**config.mk**
```make
export PLATFORM = sky130hd
export DESIGN_NAME = burst_addr_seq
export DESIGN_NICKNAME = d
export VERILOG_FILES = /design/src/rtl/bseq_pkg.sv /design/src/rtl/bseq_load_ctrl.sv /design/src/rtl/bseq_beat_cnt.sv /design/src/rtl/bseq_addr_reg.sv /design/src/rtl/burst_addr_seq.sv
export SDC_FILE = /design/constraint.sdc
export NUM_CORES = 1
export LEC_CHECK = 0
export BUFFER_PORTS_ARGS = -buffer_cell sky130_fd_sc_hd__buf_2
export CAP_MARGIN = 10
export CORE_UTILIZATION = 42
export CTS_BUF_LIST = sky130_fd_sc_hd__clkbuf_8
export DETAILED_ROUTE_END_ITERATION = 10
export PLACE_DENSITY_LB_ADDON = 0.08
export SYNTH_ARGS = -nofsm -noshare
export SYNTH_HDL_FRONTEND = slang
export SYNTH_SLANG_ARGS = --single-unit
```
**constraint.sdc**
```tcl
create_clock -name clk -period 1 [get_ports clk]
set_input_delay 0.2 -clock clk [delete_from_list [all_inputs] [get_ports clk]]
set_output_delay 0.2 -clock clk [all_outputs]
set_load 0.02 [all_outputs]
```
**src/rtl/bseq_pkg.sv**
```systemverilog
package bseq_pkg;
  parameter int unsigned BEAT_W = 2;

  typedef logic [BEAT_W-1:0] beat_t;

  // linear order: start plus beat number, modulo the burst length
  function automatic beat_t lin_beat(input beat_t start, input beat_t beat);
    return beat_t'(start + beat);
  endfunction

  // interleaved order: start with beat number folded in by XOR
  function automatic beat_t ilv_beat(input beat_t start, input beat_t beat);
    return start ^ beat;
  endfunction
endpackage

```
**src/rtl/bseq_load_ctrl.sv**
```systemverilog
module bseq_load_ctrl (
  input  logic proc_start_n,
  input  logic ctrl_start_n,
  input  logic adv_n,
  output logic load_evt,
  output logic step_evt
);
  // either start strobe loads; a load masks the advance
  always_comb begin
    load_evt = ~proc_start_n | ~ctrl_start_n;
    step_evt = ~load_evt & ~adv_n;
  end
endmodule

```
**src/rtl/bseq_beat_cnt.sv**
```systemverilog
module bseq_beat_cnt
  import bseq_pkg::*;
(
  input  logic  clk,
  input  logic  rst_n,
  input  logic  load_evt,
  input  logic  step_evt,
  output beat_t beat
);
  always_ff @(posedge clk or negedge rst_n) begin
    if (!rst_n)        beat <= '0;
    else if (load_evt) beat <= '0;
    else if (step_evt) beat <= beat_t'(beat + 1'b1);
  end


  cnt_clear_chk: assert property (@(posedge clk) disable iff (!rst_n)
    load_evt |=> (beat == '0));


  cnt_step_chk: assert property (@(posedge clk) disable iff (!rst_n)
    step_evt |=> (beat == beat_t'($past(beat) + 1'b1)));


  cnt_hold_chk: assert property (@(posedge clk) disable iff (!rst_n)
    (!load_evt && !step_evt) |=> $stable(beat));
endmodule

```
**src/rtl/bseq_addr_reg.sv**
```systemverilog
module bseq_addr_reg
  import bseq_pkg::*;
#(
  parameter int unsigned ADDR_W = 18
) (
  input  logic              clk,
  input  logic              rst_n,
  input  logic              load_evt,
  input  logic [ADDR_W-1:0] ext_addr,
  output logic [ADDR_W-BEAT_W-1:0] upper_q,
  output beat_t             start_q
);
  always_ff @(posedge clk or negedge rst_n) begin
    if (!rst_n) begin
      upper_q <= '0;
      start_q <= '0;
    end else if (load_evt) begin
      upper_q <= ext_addr[ADDR_W-1:BEAT_W];
      start_q <= ext_addr[BEAT_W-1:0];
    end
  end


  upper_keep_chk: assert property (@(posedge clk) disable iff (!rst_n)
    !load_evt |=> $stable(upper_q));
endmodule

```
**src/rtl/burst_addr_seq.sv**
```systemverilog
module burst_addr_seq
  import bseq_pkg::*;
#(
  parameter int unsigned ADDR_W = 18
) (
  input  logic              clk,
  input  logic              rst_n,
  input  logic              proc_start_n,
  input  logic              ctrl_start_n,
  input  logic              adv_n,
  input  logic              interleave,
  input  logic [ADDR_W-1:0] ext_addr,
  output logic [ADDR_W-1:0] beat_addr
);
  localparam int unsigned UP_W = ADDR_W - BEAT_W;

  logic            load_evt;
  logic            step_evt;
  beat_t           beat;
  beat_t           start_q;
  beat_t           low_bits;
  logic [UP_W-1:0] upper_q;

  bseq_load_ctrl u_ctrl (
    .proc_start_n (proc_start_n),
    .ctrl_start_n (ctrl_start_n),
    .adv_n        (adv_n),
    .load_evt     (load_evt),
    .step_evt     (step_evt)
  );

  bseq_beat_cnt u_cnt (
    .clk      (clk),
    .rst_n    (rst_n),
    .load_evt (load_evt),
    .step_evt (step_evt),
    .beat     (beat)
  );

  bseq_addr_reg #(.ADDR_W(ADDR_W)) u_areg (
    .clk      (clk),
    .rst_n    (rst_n),
    .load_evt (load_evt),
    .ext_addr (ext_addr),
    .upper_q  (upper_q),
    .start_q  (start_q)
  );

  always_comb begin
    low_bits  = interleave ? ilv_beat(start_q, beat) : lin_beat(start_q, beat);
    beat_addr = {upper_q, low_bits};
  end


  load_out_chk: assert property (@(posedge clk) disable iff (!rst_n)
    load_evt |=> (beat_addr == $past(ext_addr)));


  suspend_chk: assert property (@(posedge clk) disable iff (!rst_n)
    (!load_evt && adv_n) |=> (!$stable(interleave) || $stable(beat_addr)));


  no_carry_chk: assert property (@(posedge clk) disable iff (!rst_n)
    step_evt |=> $stable(beat_addr[ADDR_W-1:BEAT_W]));
endmodule

```
# After elaboration in Yosys (flattened, before gate mapping)
# Index checks and enable logic that the tools add are counted.
# W data, S select, Z words.
dict set report op_classes {
  add_sub_neg 2
  n_mux 3
  bitwise 7
  reduce_logical 1
}
# operator count
set op_table {}
lappend op_table {{$mux W2} 3}
lappend op_table {{$not A1 Y1} 4}
lappend op_table {{$add A2 B1 Y2 const B} 1}
lappend op_table {{$add A2 B2 Y2} 1}
lappend op_table {{$reduce_bool A2 Y1} 1}
lappend op_table {{$xor A2 B2 Y2} 1}
lappend op_table {{$and A1 B1 Y1} 1}
lappend op_table {{$or A1 B1 Y1} 1}
dict set report word_totals {
  register_bits 20
  inputBits 24
  out_inout_bits 18
  word_cells 16
}

# Logic depth before layout (Yosys ltp)
# Gate-level depths: netlist of the first run.
dict set report logic_depth {
  ltp_word 6
  mapped_depth 3
  mapped_depth_nobuf 3
}

# Hierarchy
# Synthesis of the first run repeated with hierarchy kept, for this count alone.
dict set report unflattened {
  cells_unflattened 51
  hier_area_um2 859.6
}
# mod instances cells_each area_per_inst_um2
set by_module_without_submodules {}
lappend by_module_without_submodules {bseq_addr_reg 1 38 721.9}
lappend by_module_without_submodules {bseq_beat_cnt 1 7 88.8}
lappend by_module_without_submodules {burst_addr_seq 1 4 36.3}
lappend by_module_without_submodules {bseq_load_ctrl 1 2 12.5}

# Least setup slack after synthesis of the first run
# Ideal clock, no wire load.
dict set report synth_timing {
  path_type {reg-to-output}
  start {reg u_cnt.beat[0]}
  end {out beat_addr[1]}
  arrival_time_ps 1053
  required_ps 800
  path_slack_ps -253
  stages_incl_launch_ff 4
  cell_sequence {dfrtp_1 > ha_1 > nor2b_1 > xnor2_1}
}
dict set report synth_between {
  elab_chain_cells 2
}
# element line_no
set synth_rtl {}
lappend synth_rtl {{start: declaration} bseq_beat_cnt.sv:8} ;# output beat_t beat
lappend synth_rtl {{start signal: assignment} bseq_beat_cnt.sv:13} ;# else if (step_evt) beat <= beat_t'(beat + 1'b1);
lappend synth_rtl {{$add A2 B2 Y2} bseq_pkg.sv:8} ;# return beat_t'(start + beat);
lappend synth_rtl {{$mux W2} burst_addr_seq.sv:50} ;# low_bits = interleave ? ilv_beat(start_q, beat) : lin_beat(start_q, beat);
lappend synth_rtl {{end: declaration} burst_addr_seq.sv:13} ;# output logic [ADDR_W-1:0] beat_addr
# Every way passes these cells.

# Final worst setup path of the first run
# Same ends and word-level chain as after synthesis.

==> results.py, run 1 <==
metrics = {
    "run_status": {
        "outcome": "finished with violations",
        "violations": "setup timing",
    },
    "synthesis": {
        "synth_top_area_cell": "dfrtp_1",
        "yosysTopAreaCellShare_pct": 57.8,
        "synthFlopType": "dfrtp_1",
        "synthCells": 50,
        "yosys_warnings": 0,
        "synthSimpleGateAreaFrac_pct": 3.90,
        "ys_seq_area_share_pct": 57.8,
        "ys_top_cells_by_count": "dfrtp_1, mux2_4, nor2b_1, xnor2_1, buf_6",
        "netlist_area_um2": 866,
        "synth.distinct_cells": 9,
        "synth_xor_area_share_pct": 3.03,
        "synthTopCellsByArea": "dfrtp_1, mux2_4, xnor2_1",
        "ys_async_sr_fraction_pct": 100,
        "synth.area.mux_share_pct": 31.2,
        "synthAdderAreaFrac_pct": 1.45,
        "synth_nets": 75,
        "synth-edff-count": 0,
        "synth_top_family_by_area": "multiplexers",
        "synth_compound_area_share_pct": 0,
        "yosys.cell_count.top_type": "dfrtp_1",
        "syn_area_per_cell_um2": 17.3,
        "ys_ff_latch": 20,
    },
    "clock_tree": {
        "cts_buffer_depth": 2,
        "clk_latency_ps": 250,
        "numClockSinks": 20,
        "cts_tree": "done",
        "cts_root_buffer": "clkbuf_8",
        "path_clk_slew_ps": 70,
        "htreeDepth": 1,
        "cts_buffers": 3,
    },
    "die": {
        "fp.dieW_um": 47.4,
        "rows": 16,
        "core-area_um2": 1940,
        "ios": 42,
        "fp.dieArea_um2": 2250,
        "die_y_um": 47.4,
        "start_util_pct": 44.6,
    },
    "layout": {
        "final_area_um2": 1430,
        "n_antenna_cell": 0,
        "drive_gt1_share_pct": 78.5,
        "areaGrowthSynthToFinish_pct": 65.0,
        "nNetsFinal": 133,
    },
    "sta": {
        "rsz0062_at_grt": "true",
        "fin_ws_ps": -414,
        "period_share_pct": 141,
        "hold_viol": 0,
        "max_freq_mhz": 707,
        "setup_viol": 3,
        "fin_skew_ps": 0.154,
        "slew_viol_final": 0,
        "fin_crit_ps": 1410,
        "tightest_slew_ps": 444,
        "relSlewSlack_pct": 70.4,
    },
    "global_routing": {
        "track_usage_pct": 16.5,
        "grt_remaining_overflow": 0,
        "antenna_found_initial": 0,
        "grt_pass1_wl_um": 2500,
        "grt_pass1_vias": 570,
        "grt_max_degree": 21,
    },
    "detailed_routing": {
        "dr.pass1.iters": 4,
        "wl_per_cell_um": 13.1,
        "vias_per_cell": 4.40,
        "drt_iter0_markers": 5,
        "vias": 589,
        "drc": 0,
        "wirelength_um": 1750,
        "drtAntennaViolNets": 0,
    },
    "power_and_ir_drop": {
        "p_clk_share_pct": 29.0,
        "powerDensity_nw_per_um2": 1430,
        "power_mw": 2.04,
        "seqPwrFrac_pct": 45.1,
        "power_switching_uw": 500,
        "switching_share_pct": 24.5,
        "p_int_mw": 1.54,
        "p_leak_nw": 0.739,
        "peakVddDrop_uv": 1160,
        "power_frac_comb_pct": 25.9,
    },
    "critical_path": {
        "critPathKind": "register to output port",
        "cp.arrival_ps": 1210,
        "cp-end-kind": "output port",
        "path_max_fanout": 2,
        "cp.required_ps": 800,
        "cp-start-kind": "register",
    },
    "placed_design": {
        "port_buffers": 41,
        "dpl.hpwl_um": 1160,
        "post_dp_cell_area_um2": 1180,
        "place.gp.congestion": 0.665,
    },
    "job": {
        "drv_cap": 0,
    },
    "worst_hold_path": {
        "hp-class": "primary input to register",
    },
}
final timing paths:
check,from,endpoint,slack [ps],cells after the start
setup reg to reg,u_cnt.beat[0],u_cnt.beat[1],-80,5
hold reg to reg,u_areg.upper_q[9],u_areg.upper_q[9],540,1
min in group asynchronous,rst_n,u_areg.upper_q[8],430,2
max in group asynchronous,rst_n,u_areg.start_q[1],270,2
setup / recovery,u_cnt.beat[0],beat_addr[1],-410,4
hold / removal,ext_addr[15],u_areg.upper_q[13],180,2
metal layers:
metal,track usage [%],vias up,wire length [um]
met5,0,-,0
met4,6.86,0,15
met3,3.46,2,55
met2,26.3,14,926
met1,21.8,290,753
li1,-,283,-
cell type report:
cell class	count	area [um2]
Sequential cell	20	500
Clock buffer	4	55.1
Fill cell	139	513
Multi-Input combinational cell	28	399
Timing Repair Buffer	55	440
Tap cell	27	33.8
state kept, by name, indices dropped and copies added, names as in the netlist:
name and count:
u_areg.start_q 2, u_areg.upper_q 16, u_cnt.beat 2
cells by family after synthesis:
family | after synthesis
fa+ha+maj | 1
xor+xnor | 3
buf+inv | 2
flops | 20
simple gates | 6
mux | 18
timing repair:
item                                   4_1_cts  5_1_grt
buffers inserted                             2        7
hold buffers                                 1        0
gates resized for setup                     13       24
pin swaps                                    2        3
setup endpoints to repair                    7       21
gates cloned                                 0        0
endpoints found under the hold margin       20        0
power groups by stage:
stage	Sequential, mW	Combinational [mW]	Clock, mW
final	0.921	0.529	0.593
after global routing	0.927	0.563	0.641
after CTS	0.913	0.457	0.612
after detailed placement	0.924	0.408	0
after global placement	0.922	0.403	0
after floorplan	0.992	0.181	0
metrics by stage:
stage,std cells,hold WS (ps),utilization (%),TNS (ps),worst slack (ps)
after floorplan,50,-95.6,-,-74.9,-74.9
after global placement,121,167,60.8,-185,-170
after detailed placement,121,174,60.8,-237,-181
after CTS,128,170,67.0,-708,-420
after global routing,134,170,73.6,-1030,-465
final,134,176,73.6,-765,-414
cell usage in the layout (no fill, tap or decap):
| cell | count |
|---|---|
| mux2_4 | 18 |
| dfrtp_1 | 20 |
| clkbuf_8 | 4 |
| xnor2_2 | 2 |
| nor2b_4 | 2 |
| nor2b_1 | 1 |
| xnor2_4 | 1 |
| nor3_2 | 1 |
| dlygate4sd3_1 | 1 |
| nand2_2 | 1 |
| buf_6 | 16 |
| nor2_1 | 1 |
| buf_12 | 2 |
| buf_2 | 24 |
| buf_4 | 12 |
| ha_2 | 1 |
worst max-delay path, cell delays in order (launching register included):
cell	delay (ps)
dfrtp_1	370
ha_2	170
nor2b_4	180
xnor2_4	120
buf_6	130
No activity file was read; power rests on OpenSTA's default activity.
==> inputs of run 2 (changes only) <==
- BUFFER_PORTS_ARGS: -buffer_cell sky130_fd_sc_hd__buf_2 -> -buffer_cell sky130_fd_sc_hd__clkbuf_2
==> run 2 against run 1 <==
  * The run still ends with setup timing left
  * Critical path depth unchanged
  * Setup slack got worse by 3.4 ps
  * First-iteration DRC count unchanged
  * Routed wire length increased by 4.3%
  * Global-route usage increased by 0.32 points
  * Sequential power increased by 0.4%
  * Combinational power increased by 7.2%
==> results.py, run 2 (same netlist as run 1, synthesis figures left out) <==
metrics = {
    "run_status": {
        "outcome": "finished with violations",
        "violations": "setup timing",
    },
    "placed_design": {
        "port_buffers": 41,
        "dp_slack_ps": -182,
        "post_dp_cell_area_um2": 1180,
        "dpl.hpwl_um": 1180,
        "place.gp.congestion": 0.667,
    },
    "sta": {
        "relSlewSlack_pct": 66.7,
        "max_freq_mhz": 706,
        "whs_ps": 170,
        "hold_viol": 0,
        "slew_viol_final": 0,
        "rsz0062_at_grt": "true",
        "fin_ws_ps": -417,
        "tightest_slew_ps": 500,
        "fin_skew_ps": 0.0679,
        "fin_crit_ps": 1420,
        "period_share_pct": 142,
        "setup_viol": 5,
    },
    "layout": {
        "nNetsFinal": 136,
        "final_area_um2": 1460,
        "layout_commonest_cell": "clkbuf_2",
        "largest_register_ffs": 16,
        "largestRegisters": "u_areg.upper_q x16, u_areg.start_q x2, u_cnt.beat x2",
        "areaGrowthSynthToFinish_pct": 68.8,
        "drive_gt1_share_pct": 77.1,
        "max_flop_register": "u_areg.upper_q",
        "final_cell_mix": "clkbuf_2, dfrtp_1, mux2_4",
        "n_antenna_cell": 0,
    },
    "global_routing": {
        "grt_max_degree": 21,
        "track_usage_pct": 16.8,
        "grt_pass1_vias": 579,
        "antenna_found_initial": 0,
        "grt_remaining_overflow": 0,
        "grt_pass1_wl_um": 2480,
    },
    "critical_path": {
        "critPathKind": "register to output port",
        "cp.required_ps": 800,
        "cp.arrival_ps": 1220,
        "r2r-end": "u_cnt.beat[1]",
        "reg2reg_from": "u_cnt.beat[0]",
        "cp-start-kind": "register",
        "path_max_fanout": 2,
        "rr_worst_depth": 5,
        "path_cells": "ha_4 -> nor2b_4 -> xnor2_4 -> buf_8",
        "critPathSlowestCell": "dfrtp_1",
        "r2r_setup_slack_ps": -130,
        "slowest_delay_ps": 410,
        "cp-end-kind": "output port",
    },
    "clock_tree": {
        "clk_latency_ps": 250,
        "numClockSinks": 20,
        "cts_buffers": 3,
        "cts_tree": "done",
        "cts_root_buffer": "clkbuf_8",
        "cts_buffer_depth": 2,
        "path_clk_slew_ps": 70,
        "htreeDepth": 1,
    },
    "die": {
        "rows": 16,
        "die_y_um": 47.4,
        "ios": 42,
        "fp.dieArea_um2": 2250,
        "core-area_um2": 1940,
        "fp.dieW_um": 47.4,
        "start_util_pct": 44.6,
    },
    "detailed_routing": {
        "wl_per_cell_um": 13.4,
        "drt_iter0_markers": 5,
        "vias": 602,
        "vias_per_cell": 4.43,
        "drtAntennaViolNets": 0,
        "drc": 0,
        "wirelength_um": 1830,
        "dr.pass1.iters": 4,
    },
    "job": {
        "drv_cap": 0,
    },
    "worst_hold_path": {
        "worstHoldEndpoint": "u_areg.upper_q[13]",
        "hp-class": "primary input to register",
        "holdCritStartpoint": "ext_addr[15]",
        "min_path_cells": 2,
    },
    "power_and_ir_drop": {
        "powerDensity_nw_per_um2": 1370,
        "p_leak_nw": 0.761,
        "power_mw": 2.00,
        "peakVddDrop_uv": 1110,
    },
}
## run 2: final cells by class
cell class / count / area (um2)
clock buffer: 3 / 41.3
multi-input combinational: 28 / 392
fill: 140 / 480
tap: 27 / 33.8
timing repair buffer: 58 / 494
sequential: 20 / 500
## run 2: report_power, final
part           leakage, nW  switching [mW]  internal [mW]  total, mW
Combinational        0.502           0.214          0.353      0.567
Clock               0.0216           0.237          0.268      0.505
Sequential           0.237          0.0512          0.874      0.925
## run 2: routing by layer
layer | wire, um | share of wire (%) | track usage [%] | vias up
met1 | 814 | 45 | 22.5 | 291
met3 | 71 | 3.9 | 4.62 | 3
met2 | 917 | 50 | 25.8 | 17
met4 | 23 | 1.3 | 6.86 | 0
li1 | - | - | - | 291
met5 | 0 | 0 | 0 | -
## run 2: how the worst max path moves through the flow
stage,start,slack (ps),to,cells past startpoint
after global routing,u_cnt.beat[0],-470,beat_addr[1],4
after floorplan,u_cnt.beat[0],-70,beat_addr[1],3
after global placement,u_areg.start_q[0],-180,beat_addr[1],4
final,u_cnt.beat[0],-420,beat_addr[1],4
after detailed placement,u_areg.start_q[0],-180,beat_addr[1],4
after CTS,u_cnt.beat[1],-440,beat_addr[1],3
## run 2: metrics by stage
stage                     std cells  util (%)  TNS, ps
after floorplan                  50         -    -74.9
after detailed placement        121      60.8     -215
final                           136      75.3     -832
after CTS                       131      69.2     -902
after global routing            136      75.3    -1270
after global placement          121      60.8     -199
## run 2: critical path, delay by kind of cell, from the launching register on
| kind | cells | cell delay, ps |
|---|---|---|
| adder cells (fa/ha/maj) | 1 | 160 |
| XOR/XNOR | 1 | 140 |
| AND/OR/NAND/NOR | 1 | 130 |
| flip-flops | 1 | 410 |
| buffers and inverters | 1 | 130 |
## run 2: timing repair
action | CTS | global route
hold endpoints to repair | 20 | 0
setup endpoints to repair | 11 | 21
hold buffers | 1 | 0
pin swaps | 3 | 1
gates resized for setup | 12 | 39
buffers inserted | 6 | 5
==> inputs of run 3 (changes only) <==
- CORE_UTILIZATION: 42 -> 50
- SYNTH_HIERARCHICAL: default -> 1
- clock period: 1 -> 1.65 ns (I/O delays scaled with it)
==> run 3 against run 2 <==
  * The run ends with DRC left
  * Highest routed layer is now met3
  * Final area decreased by 21%
  * Total power decreased by 39%
  * First-iteration DRC count increased by 60%
  * Clock skew about the same
  * Core utilization decreased by 1.2 points
  * Largest cell class unchanged
  * Critical path type unchanged
  * Routed wire length decreased by 26%
==> results.py, run 3 <==
metrics = {
    "run_status": {
        "outcome": "finished with violations",
        "violations": "DRC",
    },
    "synthesis": {
        "synthFlopType": "dfrtp_1",
        "netlist_area_um2": 860,
        "synth_top_area_cell": "dfrtp_1",
        "ys_async_sr_fraction_pct": 100,
        "yosysTopAreaCellShare_pct": 58.2,
        "yosys.cell_count.top_type": "dfrtp_1",
        "synth-edff-count": 0,
        "synthTopCellsByArea": "dfrtp_1, mux2_4, mux2_2",
        "ys_ff_latch": 20,
        "synthCells": 51,
        "syn_area_per_cell_um2": 16.9,
        "ys_seq_area_share_pct": 58.2,
        "synth.distinct_cells": 14,
        "ys_top_cells_by_count": "dfrtp_1, mux2_4, mux2_2",
        "synth_nets": 76,
        "yosys_warnings": 6,
    },
    "detailed_routing": {
        "wl_per_cell_um": 12.1,
        "vias_per_cell": 5.03,
        "dr.pass1.iters": 6,
        "drtAntennaViolNets": 0,
        "vias": 563,
        "drt_iter0_markers": 8,
        "drc": 8,
        "wirelength_um": 1350,
    },
    "layout": {
        "multiInputGateArea_um2": 328,
        "areaGrowthSynthToFinish_pct": 34.4,
        "largest_register_ffs": 16,
        "final-seq-area_um2": 500,
        "final_core_util_pct": 74.1,
        "n_fill_cell": 104,
        "nNetsFinal": 122,
        "final_area_um2": 1150,
        "max_flop_register": "u_areg/upper_q",
        "n_antenna_cell": 0,
        "largestRegisters": "u_areg/upper_q x16, u_areg/start_q x2, u_cnt/beat x2",
        "drive_gt1_share_pct": 68.8,
        "layout_commonest_cell": "clkbuf_2",
        "fin_cells": 112,
        "final_cell_mix": "clkbuf_2, dfrtp_1, mux2_4",
    },
    "critical_path": {
        "reg2reg_from": "u_cnt/beat[0]",
        "slowest_delay_ps": 390,
        "critPathKind": "register to output port",
        "cp.required_ps": 1320,
        "path_max_fanout": 2,
        "path_cells": "ha_1 -> nor2b_1 -> xnor2_1 -> buf_4",
        "cp-end-kind": "output port",
        "cp.arrival_ps": 1240,
        "critPathSlowestCell": "dfrtp_1",
        "critPathLaunch": "u_cnt/beat[0]",
        "critPathBufInv": 1,
        "crit_family": "flip-flops",
        "cp-start-kind": "register",
    },
    "sta": {
        "hold_viol": 0,
        "fin_ws_ps": 81.5,
        "whs_ps": 15.5,
        "tightest_slew_ps": 460,
        "setup_viol": 0,
        "period_share_pct": 95.1,
        "max_freq_mhz": 638,
        "fin_skew_ps": 0.307,
        "rsz0062_at_grt": "false",
        "relSlewSlack_pct": 69.3,
        "finalSetupTns_ps": 0,
        "fin_crit_ps": 1570,
        "slew_viol_final": 0,
    },
    "job": {
        "drv_cap": 0,
    },
    "clock_tree": {
        "cts_tree": "done",
        "cts_buffer_depth": 2,
        "cts_hold_buffers": 0,
        "htreeDepth": 1,
        "numClockSinks": 20,
        "cts_root_buffer": "clkbuf_8",
        "cts_buffers": 3,
        "path_clk_slew_ps": 70,
        "clk_latency_ps": 250,
    },
    "power_and_ir_drop": {
        "powerDensity_nw_per_um2": 1060,
        "peakVddDrop_uv": 724,
        "power_mw": 1.23,
        "p_leak_nw": 0.613,
    },
    "die": {
        "die_y_um": 43.5,
        "fp.dieArea_um2": 1890,
        "core-area_um2": 1560,
        "ios": 42,
        "rows": 14,
        "start_util_pct": 55.1,
        "fp.dieW_um": 43.5,
    },
    "placed_design": {
        "dp_slack_ps": 275,
        "dp_cells": 107,
        "post_dp_cell_area_um2": 1070,
        "place.gp.congestion": 0.671,
        "dpl.hpwl_um": 1030,
        "port_buffers": 41,
    },
    "worst_hold_path": {
        "hp-class": "primary input to async pin",
    },
    "global_routing": {
        "antenna_found_initial": 0,
        "grt_pass1_wl_um": 2300,
        "grt_max_degree": 21,
        "track_usage_pct": 16.6,
        "grt_remaining_overflow": 0,
        "grt_pass1_vias": 554,
    },
}
## run 3: cell types whose count changed after synthesis
cell      change
nor3_1        -1
nand2_1       +1
nand3b_1      +1
nand2_2       -1
mux2_2        +8
and3b_1       +1
a21oi_2       +1
buf_6         -1
a21bo_1       +1
nor2b_1       -2
buf_12        +1
mux2_4        -8
## run 3: routing by layer
| metal | GRT usage [%] | wire length, um | vias up |
|---|---|---|---|
| li1 | - | - | 266 |
| met1 | 22.3 | 626 | 265 |
| met2 | 25.2 | 608 | 32 |
| met3 | 5.00 | 119 | 0 |
| met4 | 7.50 | 0 | 0 |
| met5 | 0 | 0 | - |
## run 3: cell type report
cell class / count / share of cell area, %
clock inverter: 1 / 2.60
sequential: 20 / 43.3
multi-input combinational: 29 / 28.4
clock buffer: 3 / 3.58
timing repair buffer: 43 / 20.4
tap: 16 / 1.73
## run 3: worst paths after layout
check	end	slack, ps	cells past startpoint
setup reg to reg	u_cnt/beat[1]	770	3
setup / recovery	beat_addr[1]	80	4
hold reg to reg	u_areg/upper_q[15]	510	1
max in group asynchronous	u_areg/upper_q[15]	1320	1
min in group clk	u_areg/upper_q[4]	300	2
hold / removal	u_areg/upper_q[4]	20	1
## run 3: repair_timing
item	in CTS	in global routing
buffers inserted	1	0
setup endpoints to repair	1	1
pin swaps	0	0
gates resized for setup	1	1
## run 3: logic make-up (layout without fill, tap and decap cells)
group           Yosys count  in the layout  synth area share, %
flops                    20             20                 58.2
compound gates            2              2                 2.18
fa+ha+maj                 1              1                 1.46
buf+inv                   2             47                 3.64
mux                      18             18                 27.9
xor+xnor                  3              3                 3.06
simple gates              5              5                 3.49
## run 3: power breakdown
part | total, mW | leakage (nW) | switching [mW] | internal, mW
Combinational | 0.206 | 0.339 | 0.103 | 0.102
Clock | 0.473 | 0.0357 | 0.149 | 0.323
Sequential | 0.548 | 0.238 | 0.0201 | 0.528
